<file path="src/rtl/edid_fetch_pkg.sv">
package edid_fetch_pkg;

    typedef enum logic [2:0] {
        ST_IDLE,
        ST_CLR,
        ST_ISSUE,
        ST_WAIT,
        ST_DRAIN,
        ST_CHECK,
        ST_FINISH
    } fetch_state_e;

    typedef enum logic [1:0] {
        FS_OK      = 2'd0,
        FS_TIMEOUT = 2'd1,
        FS_CSUM    = 2'd2
    } fetch_status_e;

endpackage

</file>
<file path="src/rtl/edid_cmd_fmt.sv">
module edid_cmd_fmt #(
    parameter int BLOCK_BYTES = 128,
    parameter int CHUNK_MAX   = 16,
    parameter int BLK_W       = 3,
    parameter int POS_W       = 8,
    parameter int CNT_W       = 5,
    parameter int OFF_W       = 10
) (
    input  logic [BLK_W-1:0] blk,
    input  logic [POS_W-1:0] pos,
    output logic [7:0]       segment,
    output logic [7:0]       offset,
    output logic [CNT_W-1:0] count
);
    logic [OFF_W-1:0] abs_off;
    logic [POS_W:0]   remain;

    always_comb begin
        abs_off = OFF_W'(blk) * OFF_W'(BLOCK_BYTES) + OFF_W'(pos);
        segment = 8'(abs_off >> 8);
        offset  = abs_off[7:0];
        remain  = (POS_W+1)'(BLOCK_BYTES) - (POS_W+1)'(pos);
        if (remain > (POS_W+1)'(CHUNK_MAX)) begin
            count = CNT_W'(CHUNK_MAX);
        end else begin
            count = CNT_W'(remain);
        end
    end
endmodule

</file>
<file path="src/rtl/edid_wait_timer.sv">
module edid_wait_timer #(
    parameter int TIMEOUT_CYC = 10_000_000,
    localparam int CW = $clog2(TIMEOUT_CYC + 1)
) (
    input  logic clk,
    input  logic rst_n,
    input  logic run,
    output logic expired
);
    logic [CW-1:0] cnt_d, cnt_q;

    always_comb begin
        cnt_d   = run ? cnt_q + CW'(1) : '0;
        expired = run && (cnt_q == CW'(TIMEOUT_CYC - 1));
    end

    always_ff @(posedge clk or negedge rst_n) begin
        if (!rst_n) cnt_q <= '0;
        else        cnt_q <= cnt_d;
    end
endmodule

</file>
<file path="src/rtl/edid_csum_acc.sv">
module edid_csum_acc (
    input  logic       clk,
    input  logic       rst_n,
    input  logic       clr,
    input  logic       add,
    input  logic [7:0] data,
    output logic       zero
);
    logic [7:0] sum_d, sum_q;

    always_comb begin
        sum_d = sum_q;
        if (clr)      sum_d = '0;
        else if (add) sum_d = sum_q + data;
        zero = (sum_q == 8'd0);
    end

    always_ff @(posedge clk or negedge rst_n) begin
        if (!rst_n) sum_q <= '0;
        else        sum_q <= sum_d;
    end
endmodule

</file>
<file path="src/rtl/edid_fetch_seq.sv">
module edid_fetch_seq
    import edid_fetch_pkg::*;
#(
    parameter int BLOCK_BYTES = 128,
    parameter int CHUNK_MAX   = 16,
    parameter int MAX_EXT     = 4,
    parameter int MAX_RETRY   = 2,
    parameter int TIMEOUT_CYC = 10_000_000,
    parameter int FLAG_POS    = 126,
    localparam int BLK_W   = $clog2(MAX_EXT + 1),
    localparam int POS_W   = $clog2(BLOCK_BYTES + 1),
    localparam int ADDR_W  = $clog2(BLOCK_BYTES),
    localparam int CNT_W   = $clog2(CHUNK_MAX + 1),
    localparam int TRY_W   = $clog2(MAX_RETRY + 2),
    localparam int OFF_RAW = $clog2((MAX_EXT + 1) * BLOCK_BYTES),
    localparam int OFF_W   = (OFF_RAW < 9) ? 9 : OFF_RAW
) (
    input  logic              clk,
    input  logic              rst_n,
    input  logic              start,
    output logic              busy,
    output logic              done,
    output logic [1:0]        status,
    output logic [BLK_W-1:0]  ext_count,
    output logic              ddc_fifo_clr,
    output logic              ddc_cmd_start,
    output logic [7:0]        ddc_segment,
    output logic [7:0]        ddc_offset,
    output logic [CNT_W-1:0]  ddc_count,
    input  logic              ddc_done,
    output logic              ddc_fifo_rd,
    input  logic [7:0]        ddc_fifo_data,
    output logic              buf_we,
    output logic [BLK_W-1:0]  buf_blk,
    output logic [ADDR_W-1:0] buf_addr,
    output logic [7:0]        buf_data
);

    typedef struct packed {
        fetch_state_e     st;
        logic [BLK_W-1:0] blk;
        logic [POS_W-1:0] pos;
        logic [CNT_W-1:0] left;
        logic [TRY_W-1:0] tries;
        logic             tmo;
        logic [7:0]       flag;
        logic [BLK_W-1:0] lim;
        logic [BLK_W-1:0] ext;
        fetch_status_e    code;
    } seq_regs_t;

    seq_regs_t r_d, r_q;

    logic             tmr_expired;
    logic             sum_zero;
    logic             sum_clr;
    logic [CNT_W-1:0] fmt_count;

    // Command field formatting from the current block and byte position
    edid_cmd_fmt #(
        .BLOCK_BYTES (BLOCK_BYTES),
        .CHUNK_MAX   (CHUNK_MAX),
        .BLK_W       (BLK_W),
        .POS_W       (POS_W),
        .CNT_W       (CNT_W),
        .OFF_W       (OFF_W)
    ) u_fmt (
        .blk     (r_q.blk),
        .pos     (r_q.pos),
        .segment (ddc_segment),
        .offset  (ddc_offset),
        .count   (fmt_count)
    );

    edid_wait_timer #(
        .TIMEOUT_CYC (TIMEOUT_CYC)
    ) u_tmr (
        .clk     (clk),
        .rst_n   (rst_n),
        .run     (r_q.st == ST_WAIT),
        .expired (tmr_expired)
    );

    assign sum_clr = (r_q.st == ST_CLR) && (r_q.pos == '0);

    edid_csum_acc u_sum (
        .clk   (clk),
        .rst_n (rst_n),
        .clr   (sum_clr),
        .add   (r_q.st == ST_DRAIN),
        .data  (ddc_fifo_data),
        .zero  (sum_zero)
    );

    always_comb begin
        r_d = r_q;
        unique case (r_q.st)
            ST_IDLE: begin
                if (start) begin
                    r_d.st    = ST_CLR;
                    r_d.blk   = '0;
                    r_d.pos   = '0;
                    r_d.tries = '0;
                    r_d.tmo   = 1'b0;
                    r_d.lim   = '0;
                    r_d.ext   = '0;
                    r_d.code  = FS_OK;
                end
            end
            ST_CLR: begin
                r_d.st = ST_ISSUE;
            end
            ST_ISSUE: begin
                r_d.left = fmt_count;
                r_d.st   = ST_WAIT;
            end
            ST_WAIT: begin
                if (ddc_done) begin
                    r_d.st = ST_DRAIN;
                end else if (tmr_expired) begin
                    r_d.tmo = 1'b1;
                    r_d.st  = ST_CHECK;
                end
            end
            ST_DRAIN: begin
                if (r_q.blk == '0 && r_q.pos == POS_W'(FLAG_POS)) begin
                    r_d.flag = ddc_fifo_data;
                end
                r_d.pos  = r_q.pos + POS_W'(1);
                r_d.left = r_q.left - CNT_W'(1);
                if (r_q.left == CNT_W'(1)) begin
                    if (r_q.pos + POS_W'(1) == POS_W'(BLOCK_BYTES)) r_d.st = ST_CHECK;
                    else                                            r_d.st = ST_CLR;
                end
            end
            ST_CHECK: begin
                if (!r_q.tmo && sum_zero) begin
                    r_d.tries = '0;
                    r_d.pos   = '0;
                    if (r_q.blk == '0) begin
                        if (r_q.flag > 8'(MAX_EXT)) r_d.lim = BLK_W'(MAX_EXT);
                        else                         r_d.lim = BLK_W'(r_q.flag);
                        if (r_q.flag == 8'd0) begin
                            r_d.st = ST_FINISH;
                        end else begin
                            r_d.blk = BLK_W'(1);
                            r_d.st  = ST_CLR;
                        end
                    end else begin
                        r_d.ext = r_q.blk;
                        if (r_q.blk == r_q.lim) begin
                            r_d.st = ST_FINISH;
                        end else begin
                            r_d.blk = r_q.blk + BLK_W'(1);
                            r_d.st  = ST_CLR;
                        end
                    end
                end else if (r_q.tries < TRY_W'(MAX_RETRY)) begin
                    r_d.tries = r_q.tries + TRY_W'(1);
                    r_d.pos   = '0;
                    r_d.tmo   = 1'b0;
                    r_d.st    = ST_CLR;
                end else begin
                    r_d.st = ST_FINISH;
                    if (r_q.blk == '0) begin
                        r_d.code = r_q.tmo ? FS_TIMEOUT : FS_CSUM;
                        r_d.ext  = '0;
                    end else begin
                        r_d.code = FS_OK;
                        r_d.ext  = r_q.blk - BLK_W'(1);
                    end
                end
            end
            ST_FINISH: begin
                r_d.st = ST_IDLE;
            end
            default: r_d.st = ST_IDLE;
        endcase
    end

    always_ff @(posedge clk or negedge rst_n) begin
        if (!rst_n) begin
            r_q <= '{st: ST_IDLE, code: FS_OK, default: '0};
        end else begin
            r_q <= r_d;
        end
    end

    assign busy          = (r_q.st != ST_IDLE);
    assign done          = (r_q.st == ST_FINISH);
    assign status        = r_q.code;
    assign ext_count     = r_q.ext;
    assign ddc_fifo_clr  = (r_q.st == ST_CLR);
    assign ddc_cmd_start = (r_q.st == ST_ISSUE);
    assign ddc_count     = fmt_count;
    assign ddc_fifo_rd   = (r_q.st == ST_DRAIN);
    assign buf_we        = (r_q.st == ST_DRAIN);
    assign buf_blk       = r_q.blk;
    assign buf_addr      = r_q.pos[ADDR_W-1:0];
    assign buf_data      = ddc_fifo_data;

endmodule

</file>
<file path="config.mk">
export PLATFORM = sky130hd
export DESIGN_NAME = edid_fetch_seq
export DESIGN_NICKNAME = d
export VERILOG_FILES = /design/src/rtl/edid_fetch_pkg.sv /design/src/rtl/edid_cmd_fmt.sv /design/src/rtl/edid_wait_timer.sv /design/src/rtl/edid_csum_acc.sv /design/src/rtl/edid_fetch_seq.sv
export SDC_FILE = /design/constraint.sdc
export NUM_CORES = 1
export LEC_CHECK = 0
export CORE_MARGIN = 4
export CORE_UTILIZATION = 40
export DETAILED_ROUTE_END_ITERATION = 6
export HOLD_SLACK_MARGIN = 0.08
export PLACE_DENSITY = 0.58
export SYNTH_ARGS = -nofsm -noshare
export SYNTH_HDL_FRONTEND = slang
export SYNTH_SLANG_ARGS = --single-unit
</file>
<file path="constraint.sdc">
create_clock -name clk -period 3 [get_ports clk]
set_input_delay 0.75 -clock clk [delete_from_list [all_inputs] [get_ports clk]]
set_output_delay 0.75 -clock clk [all_outputs]
set_load 0.02 [all_outputs]
</file>
Word-level counts from Yosys, hierarchy flattened
Cells that the tools add are included.
{ "op_classes": {"n_reduce_logical": 25, "eq_ne": 26, "muxes": 42, "n_lt_le_gt_ge": 3, "n_addsub": 9} }
{ "ops": {"columns": ["operator", "n"], "rows": [
  ["$mux 3", 18],
  ["$mux 8", 5],
  ["$add 24x1->24 const B", 1],
  ["$eq 24x24->1 const B", 1],
  ["$logic_not 8->1", 3],
  ["$mux 24", 1],
  ["$pmux 8 s3", 1],
  ["$ne 3x3->1 const B", 6],
  ["$pmux 3 s6", 1],
  ["$ne 2x2->1 const B", 8],
  ["$pmux 8 s2", 1],
  ["$mux 5", 3],
  ["$mux 14", 1],
  ["$reduce_and 4->1", 3],
  ["$add 10x8->10", 1],
  ["$pmux 5 s2", 1],
  ["$eq 3x3->1 const B", 3],
  ["$gt 9x5->1 const B", 1],
  ["$reduce_and 3->1", 3],
  ["$reduce_bool 3->1", 3],
  ["$sub 8x8->9 const A", 1],
  ["$add 8x1->8 const B", 1],
  ["$add 8x8->8", 1],
  ["$eq 8x7->1 const B", 1],
  ["other kinds (25)", 36]
]} }
{ "word_totals": {"in_bits": 12, "register_bits": 70, "wordCells": 117, "out_inout_bits": 50} }

Longest topological paths before layout
Gate-level depths: netlist (run 1).
{ "depth": {"ltp_word": 5, "ltp_mapped": 8, "mapped_depth_nobuf": 7} }

Modules after synthesis
Synthesis (run 1) repeated with hierarchy kept, for this count alone.
{ "unflattened": {"hier_cells": 521, "hier_area_um2": 4710.8} }
{ "modules_own_cells": {"columns": ["module", "instances", "area_each_um2", "cells_each", "seq_area_each_um2"], "rows": [
  ["edid_fetch_seq", 1, 2411.1, 270, 950.9],
  ["edid_wait_timer", 1, 1256.2, 132, 600.6],
  ["edid_csum_acc", 1, 663.1, 69, 200.2],
  ["edid_cmd_fmt", 1, 380.4, 50, 0.0]
]} }

Worst setup path before layout (run 1)
No wires, ideal clock.
{ "synth_path": {"path_kind": "flip-flop to output port", "from": "register r_q, in the netlist buf_addr[0]", "to": "output ddc_count[0]", "arrival_time_ps": 1961, "path_slack_ps": 289, "path_buffers": 1, "stages_incl_launch_ff": 9, "t_required_ps": 2250, "path_cell_list": "dfrtp_1 clkbuf_1 inv_1 ha_1 inv_1 mux2_2 a32o_1 o21ai_1 nor2_1"} }
{ "synth_via": {"elab_chain_len": 3} }
{ "synth_rtl": {"columns": ["element", "line", "rtl"], "rows": [
  ["start, declared", "edid_fetch_seq.sv:52", "seq_regs_t r_d, r_q;"],
  ["start signal, assigned", "edid_fetch_seq.sv:185", "r_q <= r_d;"],
  ["$sub 8x8->9 (*)", "edid_cmd_fmt.sv:22", "remain = (POS_W+1)'(BLOCK_BYTES) - (POS_W+1)'(pos);"],
  ["$gt 9x5->1", "edid_cmd_fmt.sv:23", "if (remain > (POS_W+1)'(CHUNK_MAX)) begin"],
  ["$mux 5 (*)", "edid_cmd_fmt.sv:23", null],
  ["end, declared", "edid_fetch_seq.sv:29", "output logic [CNT_W-1:0] ddc_count,"]
]} }
Mark *: on every way between the ends. The rest lies on a longest branch, timed or not.

Worst setup path in the final report (run 1)
{ "layout_path": {"from": "register r_q, in the netlist buf_addr[2]", "to": "output ddc_count[3]"} }
Same word-level chain as after synthesis.

==> flow_metrics.py, run 1 <==
metrics = {
    "outcome": {
        "status": "completed",
    },
    "placed_design": {
        "gp_congestion": 0.8269,
        "dp_hpwl_um": 7682,
        "io_buffer_count": 55,
    },
    "clock_tree": {
        "clockBufferDepth": 2,
        "clockRootBuffer": "clkbuf_16",
        "clk_latency_ps": 340,
        "holdBufCountCts": 0,
        "cts_sinks": 70,
        "htree_levels": 3,
        "cts_tree": "yes",
        "clk_pin_slew_ps": 60,
        "cts_buffers": 9,
    },
    "synth": {
        "ys_ff_latch": 70,
        "yosys_warnings": 0,
        "synth_common_cells": "70 x dfrtp_1, 44 x nor2_1, 39 x nand2_1, 38 x buf_4, 26 x nand3_1",
        "synth_edf_count": 0,
        "yosysUniqueCellTypes": 64,
        "synth_top_flop_cell": "dfrtp_1",
        "synth_async_sr_flop_share_pct": 100.0,
        "synth_sequential_area_ratio_pct": 38.30,
        "synth.top_cell.area_share_pct": 38.30,
        "syn_inst": 505,
        "syn_area_per_cell_um2": 9.056,
        "yosysMostFrequentCell": "dfrtp_1",
        "synth_area_leader_cell": "dfrtp_1",
        "syn_area_um2": 4573,
        "synth_area_leaders": "dfrtp_1 38%, buf_4 6.2%, ha_1 5.5%, xnor2_1 4.2%, nor2_1 3.6%",
    },
    "worst_setup_path": {
        "critPathKind": "reg -> out",
        "arrival_ps": 2110,
        "critical_path_peak_fanout": 4,
        "r2r_start": "u_sum.sum_q[7]",
        "end_kind": "output pin",
        "critPathLaunchType": "flip-flop",
        "cp.required_ps": 2250,
        "startpoint": "buf_addr[2]",
    },
    "grt": {
        "grtUsageTotal_pct": 16.68,
        "grt_remaining_overflow": 0,
        "grt_pass1_vias": 3530,
        "grt_max_degree": 71,
        "grt_pass1_wl_um": 17550,
        "antenna_found_initial": 0,
    },
    "timing": {
        "period_minus_slack_ps": 2863,
        "setup_violations": 0,
        "slew_headroom_pct": 44.79,
        "skew_ps": 5.127,
        "timing.setup.tns_ps": 0,
        "period_share_pct": 95.44,
        "worstMarginPinSlew_ps": 817.3,
        "finalHoldViolations": 0,
        "fmax_mhz": 349.2,
        "rsz0062_at_grt": "false",
        "final_max_slew_viol_count": 0,
    },
    "final_layout": {
        "fin_nets": 572,
        "antenna_cells": 0,
        "drive_above_1_share_pct": 12.32,
        "utilization_pct": 49.21,
        "syn_to_final_growth_pct": 18.69,
    },
    "routing": {
        "drt_wl_total_um": 10560,
        "drtIter0Drc": 188,
        "vias_per_cell": 5.367,
        "drcViolationCount": 0,
        "drtPass1Iterations": 4,
        "wl_per_cell_um": 15.44,
        "vias": 3671,
        "drtAntennaViolNets": 0,
    },
    "run": {
        "max_cap_viol_count": 0,
    },
    "floorplan": {
        "core-area_um2": 11030,
        "dieArea_um2": 13210,
        "start_util_pct": 41.46,
        "num_rows": 38,
        "pin_count": 62,
        "die_w_um": 114.9,
        "die_y_um": 114.9,
    },
    "power": {
        "vdd_ir_drop_max_uv": 368.2,
        "p_leak_nw": 2.369,
        "p_per_area_nw_per_um2": 781.0,
    },
    "hold_path": {
        "hp-class": "in -> async",
    },
}
-- metal layers --
metal | wire, um | vias to the layer above | track usage (%)
li1 | - | 1826 | -
met1 | 4850 | 1772 | 22.09
met2 | 5121 | 59 | 26.66
met3 | 435 | 14 | 4.526
met4 | 151 | 0 | 5.243
met5 | 0 | - | 0
-- flip-flops by register name, summed over array words and instances (netlist names) --
name / count
ext_count: 3
r_q: 23
buf_addr: 7
buf_blk: 3
status: 2
u_tmr.cnt_q: 24
u_sum.sum_q: 8
-- area by class of cell --
type | instances | area, um2
fill | 1018 | 5603
tap | 140 | 175.2
timing repair buffer | 77 | 701.9
sequential | 70 | 1752
clock buffer | 10 | 239.0
inverter | 23 | 86.33
multi-input combinational | 358 | 2389
clock inverter | 6 | 85.08
-- cells by family after synthesis --
group	synth area share [%]
flops	38.30
buf+inv	10.10
other cells	0.08200
xor+xnor	5.937
compound gates	14.04
mux	3.858
fa+ha+maj	5.910
simple gates	21.78
-- worst max-delay path: stages, from the launching register on --
cell and delay [ps]:
dfrtp_1 380, or3_4 420, or3_1 340, a32o_2 310, o211ai_1 120, inv_1 60
buf_2 160
-- where the power goes --
part | switching [mW] | leakage (nW) | internal (mW)
logic | 1.10 | 1.28 | 0.750
clock network | 0.412 | 0.154 | 0.747
registers | 0.133 | 0.939 | 1.09
total | 1.65 | 2.37 | 2.59
-- cells in the final DEF (no fill, tap or decap), types with 20 or more instances in the layout --
cell type / instances
a21oi_1: 21
buf_4: 21
clkdlybuf4s50_1: 49
dfrtp_1: 70
ha_1: 20
inv_1: 23
nand2_1: 39
nand3_1: 26
nor2_1: 44
xnor2_1: 22
-- through the flow --
step	power, mW	hold WS (ps)	instances	worst slack, ps	area (um2)
global placement	3.058	467.7	668	61.30	5115
global route	4.547	441.2	684	37.05	5428
CTS	4.283	437.7	684	4.141	5446
floorplan	2.548	447.9	510	289.0	4592
finish	4.239	396.3	684	136.7	5428
detailed placement	3.098	485.2	668	40.46	5115
-- path summary, 6_finish.rpt --
path / slack [ps] / depth (start not counted) / end
max in group asynchronous: 2240 / 2 / u_tmr.cnt_q[9]
worst max register to register: 670 / 5 / ext_count[1]
min in group clk: 490 / 1 / u_tmr.cnt_q[0]
worst max-delay path: 140 / 6 / ddc_count[3]
worst min register to register: 490 / 1 / u_tmr.cnt_q[0]
worst min-delay path: 400 / 2 / r_q[10]
-- timing repair --
action                                 in CTS  in global routing
setup buffers                               0                  0
endpoints found under the hold margin       0                  0
resized for setup                          11                  6
pin swaps                                   0                  1
setup endpoints to repair                   5                  4
Note: power is estimated with default switching activity, not from simulation.
==> run 2, diff against run 1 <==
--- a/config.mk
+++ b/config.mk
@@ -6,10 +6,10 @@
 export NUM_CORES = 1
 export LEC_CHECK = 0
 export CORE_MARGIN = 4
-export CORE_UTILIZATION = 40
+export CORE_UTILIZATION = 31
 export DETAILED_ROUTE_END_ITERATION = 6
 export HOLD_SLACK_MARGIN = 0.08
-export PLACE_DENSITY = 0.58
+export PLACE_DENSITY = 0.47
 export SYNTH_ARGS = -nofsm -noshare
 export SYNTH_HDL_FRONTEND = slang
 export SYNTH_SLANG_ARGS = --single-unit
==> run 2 against run 1 <==
Compared with the run above: power is 3.7% lower; die area is 27% higher; final area is 0.25% higher; first-iteration DRC count is 2.7% lower; global-route usage is 3.0 points lower; via count is 0.25% higher; final cell count is 6.9% higher; register-to-register slack better by 40 ps; largest power group unchanged; highest routed layer unchanged.
==> flow_metrics.py, run 2 (same netlist as run 1, synthesis figures left out) <==
metrics = {
    "outcome": {
        "status": "completed",
    },
    "final_layout": {
        "fin_area_um2": 5441,
        "largest_reg_flops": 24,
        "layout_commonest_cell": "dfrtp_1",
        "drive_above_1_share_pct": 12.25,
        "antenna_cells": 0,
        "fin_nets": 575,
        "layout_common_cells": "70 x dfrtp_1, 49 x clkdlybuf4s50_1, 44 x nor2_1",
        "top_register": "u_tmr.cnt_q",
        "syn_to_final_growth_pct": 18.99,
        "utilization_pct": 37.58,
        "reg.largest.list": "u_tmr.cnt_q (24), r_q (23), u_sum.sum_q (8)",
        "stdcell_count": 731,
    },
    "grt": {
        "grt_remaining_overflow": 0,
        "grt_pass1_wl_um": 18150,
        "grtUsageTotal_pct": 13.71,
        "grt_pass1_vias": 3501,
        "grt_max_degree": 39,
        "antenna_found_initial": 0,
    },
    "timing": {
        "skew_ps": 5.950,
        "finalHoldViolations": 0,
        "fmax_mhz": 350.5,
        "setup_violations": 0,
        "rsz0062_at_grt": "false",
        "fin_hold_ws_ps": 261.8,
        "timing.setup.tns_ps": 0,
        "setup_ws_ps": 146.9,
        "worstMarginPinSlew_ps": 934.3,
        "period_minus_slack_ps": 2853,
        "period_share_pct": 95.10,
        "slew_headroom_pct": 36.89,
        "final_max_slew_viol_count": 0,
    },
    "worst_setup_path": {
        "crit_chain": "or3_1, or3_1, a32o_2, o211ai_1, inv_1, buf_2",
        "cp.required_ps": 2250,
        "critical_path_peak_fanout": 4,
        "critPathKind": "reg -> out",
        "path_delay_family": "simple AND/OR/NAND/NOR gates",
        "cp_num_buf_inv": 2,
        "critPathLaunchType": "flip-flop",
        "crit_top_cell": "or3_1",
        "cpPeakStageDelay_ps": 390,
        "arrival_ps": 2100,
        "cp_slowest_cell": "or3_1",
        "end_kind": "output pin",
    },
    "power": {
        "p_per_area_nw_per_um2": 750.3,
        "vdd_ir_drop_max_uv": 252.0,
        "p_leak_nw": 2.367,
        "p_total_mw": 4.083,
    },
    "routing": {
        "drtPass1Iterations": 4,
        "vias": 3680,
        "drtAntennaViolNets": 0,
        "drtIter0Drc": 183,
        "drcViolationCount": 0,
        "vias_per_cell": 5.034,
        "wl_per_cell_um": 15.11,
        "drt_wl_total_um": 11040,
    },
    "clock_tree": {
        "cts_sinks": 70,
        "htree_levels": 3,
        "cts_tree": "yes",
        "clockBufferDepth": 2,
        "clk_pin_slew_ps": 50,
        "clockRootBuffer": "clkbuf_16",
        "cts_buffers": 9,
        "clk_latency_ps": 330,
    },
    "hold_path": {
        "hp-class": "in -> async",
    },
    "placed_design": {
        "io_buffer_count": 55,
        "place_area_um2": 5180,
        "dp_slack_ps": 55.12,
        "dp_hpwl_um": 8242,
        "gp_congestion": 0.8280,
        "dp_cells": 715,
    },
    "floorplan": {
        "dieArea_um2": 16760,
        "start_util_pct": 31.58,
        "die_w_um": 129.5,
        "core-area_um2": 14480,
        "num_rows": 44,
        "die_y_um": 129.5,
        "pin_count": 62,
    },
    "run": {
        "max_cap_viol_count": 0,
    },
}
==> run 2: timing repair <==
item | in CTS | in global routing
setup endpoints to repair | 5 | 5
buffers inserted | 0 | 0
pin swaps | 0 | 1
resized for setup | 13 | 6
hold buffers | 0 | 0
==> run 2: power by group <==
group          internal (mW)  total (mW)  switching [mW]  leakage, nW
sequential              1.09        1.23           0.134        0.939
clock                  0.577       0.962           0.385        0.132
combinational          0.776        1.89            1.12         1.30
==> run 2: layout make-up <==
| type | count | area, um2 |
|---|---|---|
| clock inverters | 4 | 22.52 |
| inverters | 23 | 86.33 |
| repair buffers | 80 | 711.9 |
| clock buffers | 12 | 246.5 |
| multi-input cells | 358 | 2392 |
| flip-flops and latches | 70 | 1752 |
| well taps | 184 | 230.2 |
| fillers | 1475 | 9037 |
==> run 2: metal layers <==
layer	routed length (um)	GRT usage (%)	vias up
li1	-	-	1828
met1	5102	18.42	1768
met2	5240	21.49	69
met3	521	3.792	15
met4	178	4.401	0
met5	0	0	-
==> run 2: final timing paths <==
kind / from / to / slack, ps / cells past startpoint
max: buf_addr[2] / ddc_count[2] / 150 / 6
min: rst_n / r_q[10] / 260 / 1
max reg2reg: u_sum.sum_q[7] / ext_count[1] / 710 / 5
min reg2reg: u_tmr.cnt_q[0] / u_tmr.cnt_q[0] / 480 / 1
max in group asynchronous: rst_n / u_tmr.cnt_q[11] / 1990 / 2
min in group clk: u_tmr.cnt_q[0] / u_tmr.cnt_q[0] / 480 / 1
